==> config.mk <==
export PLATFORM = sky130hd
export DESIGN_NAME = access_fault_ctrl
export DESIGN_NICKNAME = d
export VERILOG_FILES = /design/src/rtl/afc_pkg.sv /design/src/rtl/afc_reg_port.sv /design/src/rtl/afc_pending.sv /design/src/rtl/afc_capture.sv /design/src/rtl/access_fault_ctrl.sv
export SDC_FILE = /design/constraint.sdc
export NUM_CORES = 1
export LEC_CHECK = 0
export BUFFER_PORTS_ARGS = -buffer_cell sky130_fd_sc_hd__buf_2
export CORE_MARGIN = 2
export CORE_UTILIZATION = 52
export DETAILED_ROUTE_END_ITERATION = 8
export PLACE_DENSITY = 0.86
export SYNTH_ARGS = -nofsm -noshare
export SYNTH_HDL_FRONTEND = slang
export SYNTH_SLANG_ARGS = --single-unit
==> constraint.sdc <==
create_clock -name clk -period 3.7 [get_ports clk]
set_input_delay 0.185 -clock clk [delete_from_list [all_inputs] [get_ports clk]]
set_output_delay 0.185 -clock clk [all_outputs]
set_load 0.02 [all_outputs]
==> src/rtl/afc_pkg.sv <==
package afc_pkg;

  localparam int REG_W = 32;

  // word addresses of the register port
  localparam int ADDR_ENABLE  = 0;
  localparam int ADDR_PENDING = 1;
  localparam int ADDR_DETAIL  = 2;

  // detail word field positions
  localparam int DET_IDX_LSB   = 0;
  localparam int DET_CID_LSB   = 8;
  localparam int DET_SEC_BIT   = 16;
  localparam int DET_PRIV_BIT  = 17;
  localparam int DET_WR_BIT    = 18;
  localparam int DET_VALID_BIT = 31;

  typedef struct packed {
    logic       valid;
    logic       wr;
    logic       priv;
    logic       sec;
    logic [7:0] cid;
    logic [7:0] idx;
  } fault_rec_t;

  function automatic logic [REG_W-1:0] pack_detail(input fault_rec_t r);
    logic [REG_W-1:0] w;
    w = '0;
    w[DET_IDX_LSB +: 8]  = r.idx;
    w[DET_CID_LSB +: 8]  = r.cid;
    w[DET_SEC_BIT]       = r.sec;
    w[DET_PRIV_BIT]      = r.priv;
    w[DET_WR_BIT]        = r.wr;
    w[DET_VALID_BIT]     = r.valid;
    return w;
  endfunction

  // index of the lowest set bit; zero when none is set
  function automatic logic [7:0] lowest_set(input logic [REG_W-1:0] v);
    logic [7:0] r;
    r = '0;
    for (int i = REG_W - 1; i >= 0; i--) begin
      if (v[i]) r = 8'(i);
    end
    return r;
  endfunction

endpackage

==> src/rtl/afc_reg_port.sv <==
module afc_reg_port
  import afc_pkg::*;
#(
  parameter int NUM_SRC = 16,
  parameter int CID_W   = 3,
  parameter int ADDR_W  = 4,
  parameter logic [CID_W-1:0] TRUSTED_CID = 3'd5
) (
  input  logic               clk,
  input  logic               rst_n,
  input  logic               req_valid,
  input  logic               req_write,
  input  logic [ADDR_W-1:0]  req_addr,
  input  logic [REG_W-1:0]   req_wdata,
  input  logic [CID_W-1:0]   req_cid,
  input  logic [NUM_SRC-1:0] pend_q,
  input  logic [REG_W-1:0]   det_word,
  output logic [NUM_SRC-1:0] en_q,
  output logic [NUM_SRC-1:0] clr_mask,
  output logic               acc_ok,
  output logic               rsp_valid,
  output logic [REG_W-1:0]   rsp_rdata
);

  logic             wr_ok;
  logic             rd_ok;
  logic             en_we;
  logic [REG_W-1:0] rd_word;
  logic             unused_wdata_hi;

  assign acc_ok = req_valid && (req_cid == TRUSTED_CID);
  assign wr_ok  = acc_ok && req_write;
  assign rd_ok  = acc_ok && !req_write;
  assign en_we  = wr_ok && (req_addr == ADDR_W'(ADDR_ENABLE));
  assign clr_mask = (wr_ok && (req_addr == ADDR_W'(ADDR_PENDING)))
                    ? req_wdata[NUM_SRC-1:0] : '0;
  assign unused_wdata_hi = ^req_wdata[REG_W-1:NUM_SRC];

  always_comb begin
    rd_word = '0;
    if (rd_ok) begin
      if (req_addr == ADDR_W'(ADDR_ENABLE))       rd_word = REG_W'(en_q);
      else if (req_addr == ADDR_W'(ADDR_PENDING)) rd_word = REG_W'(pend_q);
      else if (req_addr == ADDR_W'(ADDR_DETAIL))  rd_word = det_word;
    end
  end

  always_ff @(posedge clk or negedge rst_n) begin
    if (!rst_n) begin
      en_q      <= '0;
      rsp_valid <= 1'b0;
      rsp_rdata <= '0;
    end else begin
      if (en_we) en_q <= req_wdata[NUM_SRC-1:0];
      rsp_valid <= req_valid;
      rsp_rdata <= rd_word;
    end
  end

endmodule

==> src/rtl/afc_pending.sv <==
module afc_pending #(
  parameter int NUM_SRC = 16
) (
  input  logic               clk,
  input  logic               rst_n,
  input  logic [NUM_SRC-1:0] src_evt,
  input  logic [NUM_SRC-1:0] en_q,
  input  logic [NUM_SRC-1:0] clr_mask,
  output logic [NUM_SRC-1:0] ev_set,
  output logic [NUM_SRC-1:0] pend_kept,
  output logic [NUM_SRC-1:0] pend_next,
  output logic [NUM_SRC-1:0] pend_q
);

  for (genvar i = 0; i < NUM_SRC; i++) begin : g_bit
    assign ev_set[i]    = src_evt[i] & en_q[i];
    assign pend_kept[i] = pend_q[i] & ~clr_mask[i];
    assign pend_next[i] = pend_kept[i] | ev_set[i];

    always_ff @(posedge clk or negedge rst_n) begin
      if (!rst_n) pend_q[i] <= 1'b0;
      else        pend_q[i] <= pend_next[i];
    end
  end

endmodule

==> src/rtl/afc_capture.sv <==
module afc_capture
  import afc_pkg::*;
#(
  parameter int NUM_SRC = 16,
  parameter int CID_W   = 3
) (
  input  logic                     clk,
  input  logic                     rst_n,
  input  logic [NUM_SRC-1:0]       ev_set,
  input  logic [NUM_SRC-1:0]       pend_kept,
  input  logic [NUM_SRC-1:0]       pend_next,
  input  logic [NUM_SRC*CID_W-1:0] src_cid,
  input  logic [NUM_SRC-1:0]       src_sec,
  input  logic [NUM_SRC-1:0]       src_priv,
  input  logic [NUM_SRC-1:0]       src_wr,
  output logic                     capture_fire,
  output logic                     det_valid,
  output logic [REG_W-1:0]         det_word
);

  fault_rec_t det_q;
  fault_rec_t cand;
  logic [7:0] win_idx;

  assign win_idx      = lowest_set(REG_W'(ev_set));
  assign capture_fire = (|ev_set) && !(|pend_kept);

  always_comb begin
    cand       = '0;
    cand.valid = 1'b1;
    cand.idx   = win_idx;
    for (int i = 0; i < NUM_SRC; i++) begin
      if (8'(i) == win_idx) begin
        cand.cid[CID_W-1:0] = src_cid[i*CID_W +: CID_W];
        cand.sec            = src_sec[i];
        cand.priv           = src_priv[i];
        cand.wr             = src_wr[i];
      end
    end
  end

  always_ff @(posedge clk or negedge rst_n) begin
    if (!rst_n)               det_q <= '0;
    else if (capture_fire)    det_q <= cand;
    else if (!(|pend_next))   det_q <= '0;
  end

  assign det_valid = det_q.valid;
  assign det_word  = pack_detail(det_q);

endmodule

==> src/rtl/access_fault_ctrl.sv <==
module access_fault_ctrl
  import afc_pkg::*;
#(
  parameter int NUM_SRC = 16,
  parameter int CID_W   = 3,
  parameter int ADDR_W  = 4,
  parameter logic [CID_W-1:0] TRUSTED_CID = 3'd5
) (
  input  logic                     clk,
  input  logic                     rst_n,
  input  logic [NUM_SRC-1:0]       src_evt,
  input  logic [NUM_SRC*CID_W-1:0] src_cid,
  input  logic [NUM_SRC-1:0]       src_sec,
  input  logic [NUM_SRC-1:0]       src_priv,
  input  logic [NUM_SRC-1:0]       src_wr,
  input  logic                     req_valid,
  input  logic                     req_write,
  input  logic [ADDR_W-1:0]        req_addr,
  input  logic [REG_W-1:0]         req_wdata,
  input  logic [CID_W-1:0]         req_cid,
  output logic                     rsp_valid,
  output logic [REG_W-1:0]         rsp_rdata,
  output logic                     irq
);

  // named internal events, also watched by the checker
  logic [NUM_SRC-1:0] en_q;
  logic [NUM_SRC-1:0] clr_mask;
  logic [NUM_SRC-1:0] ev_set;
  logic [NUM_SRC-1:0] pend_kept;
  logic [NUM_SRC-1:0] pend_next;
  logic [NUM_SRC-1:0] pend_q;
  logic               acc_ok;
  logic               capture_fire;
  logic               det_valid;
  logic [REG_W-1:0]   det_word;

  afc_reg_port #(
    .NUM_SRC(NUM_SRC), .CID_W(CID_W), .ADDR_W(ADDR_W), .TRUSTED_CID(TRUSTED_CID)
  ) u_port (
    .clk(clk), .rst_n(rst_n),
    .req_valid(req_valid), .req_write(req_write), .req_addr(req_addr),
    .req_wdata(req_wdata), .req_cid(req_cid),
    .pend_q(pend_q), .det_word(det_word),
    .en_q(en_q), .clr_mask(clr_mask), .acc_ok(acc_ok),
    .rsp_valid(rsp_valid), .rsp_rdata(rsp_rdata)
  );

  afc_pending #(.NUM_SRC(NUM_SRC)) u_pend (
    .clk(clk), .rst_n(rst_n),
    .src_evt(src_evt), .en_q(en_q), .clr_mask(clr_mask),
    .ev_set(ev_set), .pend_kept(pend_kept), .pend_next(pend_next), .pend_q(pend_q)
  );

  afc_capture #(.NUM_SRC(NUM_SRC), .CID_W(CID_W)) u_cap (
    .clk(clk), .rst_n(rst_n),
    .ev_set(ev_set), .pend_kept(pend_kept), .pend_next(pend_next),
    .src_cid(src_cid), .src_sec(src_sec), .src_priv(src_priv), .src_wr(src_wr),
    .capture_fire(capture_fire), .det_valid(det_valid), .det_word(det_word)
  );

  assign irq = |(pend_q & en_q);

endmodule

==> reports/qor.yml <==
cells_and_area:
  drive_above_1_share: 0.360
  final_cell_mix: "buf_2 (160), dfrtp_1 (64), nand2_1 (41)"
  area_delta_synth_final_pct: 25.7
  layout.nets: 773
  stdcell_count: 725
  fin_util: 0.680
  final_common_cell: "buf_2"
  fin_area_um2: 5280
  antenna_cells: 0
clock_network:
  cts_root_buffer: "clkbuf_8"
  tritoncts: "done"
  clkLatencyLatePin_ns: 0.35
  cts_sinks: 64
  cts_made_buffers: 9
  clk_pin_slew_ns: 0.07
  post_cts_buffers: 0
  cts_buffer_depth: 2
  htree_levels: 3
placement:
  detailed_place_hpwl_um: 11000
  gp_congestion: 0.963
  placed_cell_area_um2: 5050
  dp_cells: 707
  port_buffers: 160
  post-place-ws_ns: 0.676
route:
  drc_errors: 0
  top_layer: "met4"
  avgViaCountPerCell: 6.29
  wl_met1_um: 5530
  dr_wl_met2_um: 6720
  dr_total_vias: 4558
  wire_per_inst_um: 19.6
  ant_nets: 0
  drtIter0Drc: 434
  finalWirelength_um: 14200
  route.met3.wl_um: 1290
  drtPass1Iterations: 5
die:
  die_x_um: 93.9
  core_area_um2: 7770
  initial_core_util: 0.541
  die_h_um: 93.9
  die_area_um2: 8810
  ioPinCount: 189
  rows: 32
global_routing:
  grt_start_max_net_pins: 36
  antenna_found_initial: 0
  grt_util_all_layers: 0.322
  grt_pass1_wl_um: 21600
  first_global_vias: 4323
  overflow: 0
setup_path:
  cp_max_fo: 18
  crit_path_start_kind: "input pin"
  max_stage_delay_ns: 0.67
  critPathKind: "input pin to flip-flop"
  endpoint_kind: "flip-flop"
  crit_arrival_ns: 3.37
  critPathRequiredTime_ns: 3.92
  cpMaxStageDelayCell: "and4b_1"
  path_cells: "dlygate4sd3_1, buf_2, and4b_1, a41oi_1, a2111oi_4, nand4_4, nor2_4, o2111ai_1, a2111oi_2, nor2_1"
run_status:
  status: "complete, no violations"
power:
  swShare: 0.329
  power_switching_mw: 0.619
  leakagePower_nw: 2.59
  p_total_mw: 1.88
  pwr-share-comb: 0.262
  seqPwrFrac: 0.406
  power-per-cell-area_nw_per_um2: 356
  clockPowerShare: 0.332
  p_int_mw: 1.26
  ir_drop_v: 0.000209
timing:
  fin_crit_sh: 0.851
  finalMaxSlewViolations: 0
  holdWs_ns: 0.0800
  layout_min_cycle_time_ns: 3.15
  fin_ws_ns: 0.552
  finalHoldViolCount: 0
  setup-tns-final_ns: 0
  slew_headroom: 0.504
  skew_ns: 0.0103
  setup_viol: 0
  worst_slew_pin_slew_ns: 0.743
  max_freq_mhz: 318
  rsz0062_at_grt: "false"
synth:
  synth_area_leaders: "dfrtp_1 (38%), mux2_2 (5.6%), a22oi_1 (4.5%)"
  yosys.cell_types.count: 62
  ys_warn_count: 0
  ys_seq_elements: 64
  netlist.area_leader.share: 0.381
  synth_cells: 458
  mappedNetlistArea_um2: 4200
  synth_edf_count: 0
  async_reset_ff_frac: 1.00
  seq_area_frac_synth: 0.381
  synth_top_area_cell: "dfrtp_1"
  avgSynthCellArea_um2: 9.17
  ys.flop_type: "dfrtp_1"
hold_path:
  hold_path_class: "input pin to flip-flop"
flow_run:
  drv_cap: 0
==> state kept, by name, summed over array words and instances (netlist names) <==
register,cells
u_port.rsp_valid,1
u_cap.det_word,10
u_port.rsp_rdata,20
u_pend.pend_q,16
u_cap.det_valid,1
u_port.en_q,16
==> final cells by class <==
class	count	area (µm²)
Tap cell	102	128
Sequential cell	64	1600
Clock inverter	5	55.1
Multi-Input combinational cell	350	2370
Timing Repair Buffer	171	888
Fill cell	655	2490
Clock buffer	11	151
Inverter	22	82.6
==> power groups by stage <==
| stage | sequential (mW) | combinational, mW | clock, mW |
|---|---|---|---|
| 4_1_cts | 0.761 | 0.484 | 0.628 |
| 2_1_floorplan | 0.762 | 0.299 | 0 |
| 6_report | 0.764 | 0.493 | 0.624 |
| 3_5_place_dp | 0.775 | 0.479 | 0 |
| 5_1_grt | 0.766 | 0.526 | 0.658 |
| 3_3_place_gp | 0.772 | 0.474 | 0 |
==> cells by family (layout without fill, tap and decap cells) <==
kind of cell | Yosys count | after routing | synth area share
muxes | 28 | 28 | 0.0730
AOI/OAI and AO/OA | 160 | 160 | 0.293
other | 1 | 12 | 0.000893
DFF | 64 | 64 | 0.381
buffers and inverters | 55 | 209 | 0.0634
and+or+nand+nor | 150 | 150 | 0.189
==> synthesized netlist by cell type (all sizes together) (8+ instances only) <==
cell and n:
buf 19, nor4 9, a22o 11, or2 8, and2 14, o21ai 18, a41oi 15, nand2 41
nor2 34, nor3 13, a211oi 9, dfrtp 64, nand3 13, mux2 21, a21oi 17, a22oi 25
a21o 14, inv 22, clkbuf 14
==> metal layers <==
metal  global-route usage  vias up
met5                    0        -
met4                0.165        0
met3               0.0594       48
met2                0.535      324
met1                0.400     2127
li1                     -     2059
==> worst max-delay path, delay by kind of cell <==
family | cells | cell delay [ns]
compound gates | 4 | 1.42
simple gates | 4 | 1.14
buf+inv | 2 | 0.62
==> path summary, 6_finish.rpt <==
kind                                                  start                              to  slack, ns  cells after the start
worst max-delay path                              req_valid   u_cap.det_word[9]$_DFFE_PN0P_       0.55                     10
worst min register to register  u_cap.det_valid$_DFFE_PN0P_     u_cap.det_valid$_DFFE_PN0P_       0.48                      1
min in group asynchronous                             rst_n   u_port.rsp_rdata[5]$_DFF_PN0_       0.39                      2
max in group asynchronous                             rst_n      u_port.en_q[2]$_DFFE_PN0P_       2.40                      3
worst max register to register   u_port.en_q[5]$_DFFE_PN0P_  u_cap.det_word[10]$_DFFE_PN0P_       0.57                      8
worst min-delay path                            src_evt[15]     u_pend.pend_q[15]$_DFF_PN0_       0.08                      2
==> what timing repair did <==
item,4_1_cts,5_1_grt
resized for setup,0,0
hold buffers,2,0
endpoints found under the hold margin,30,0
(Power assumes the default switching activity.)
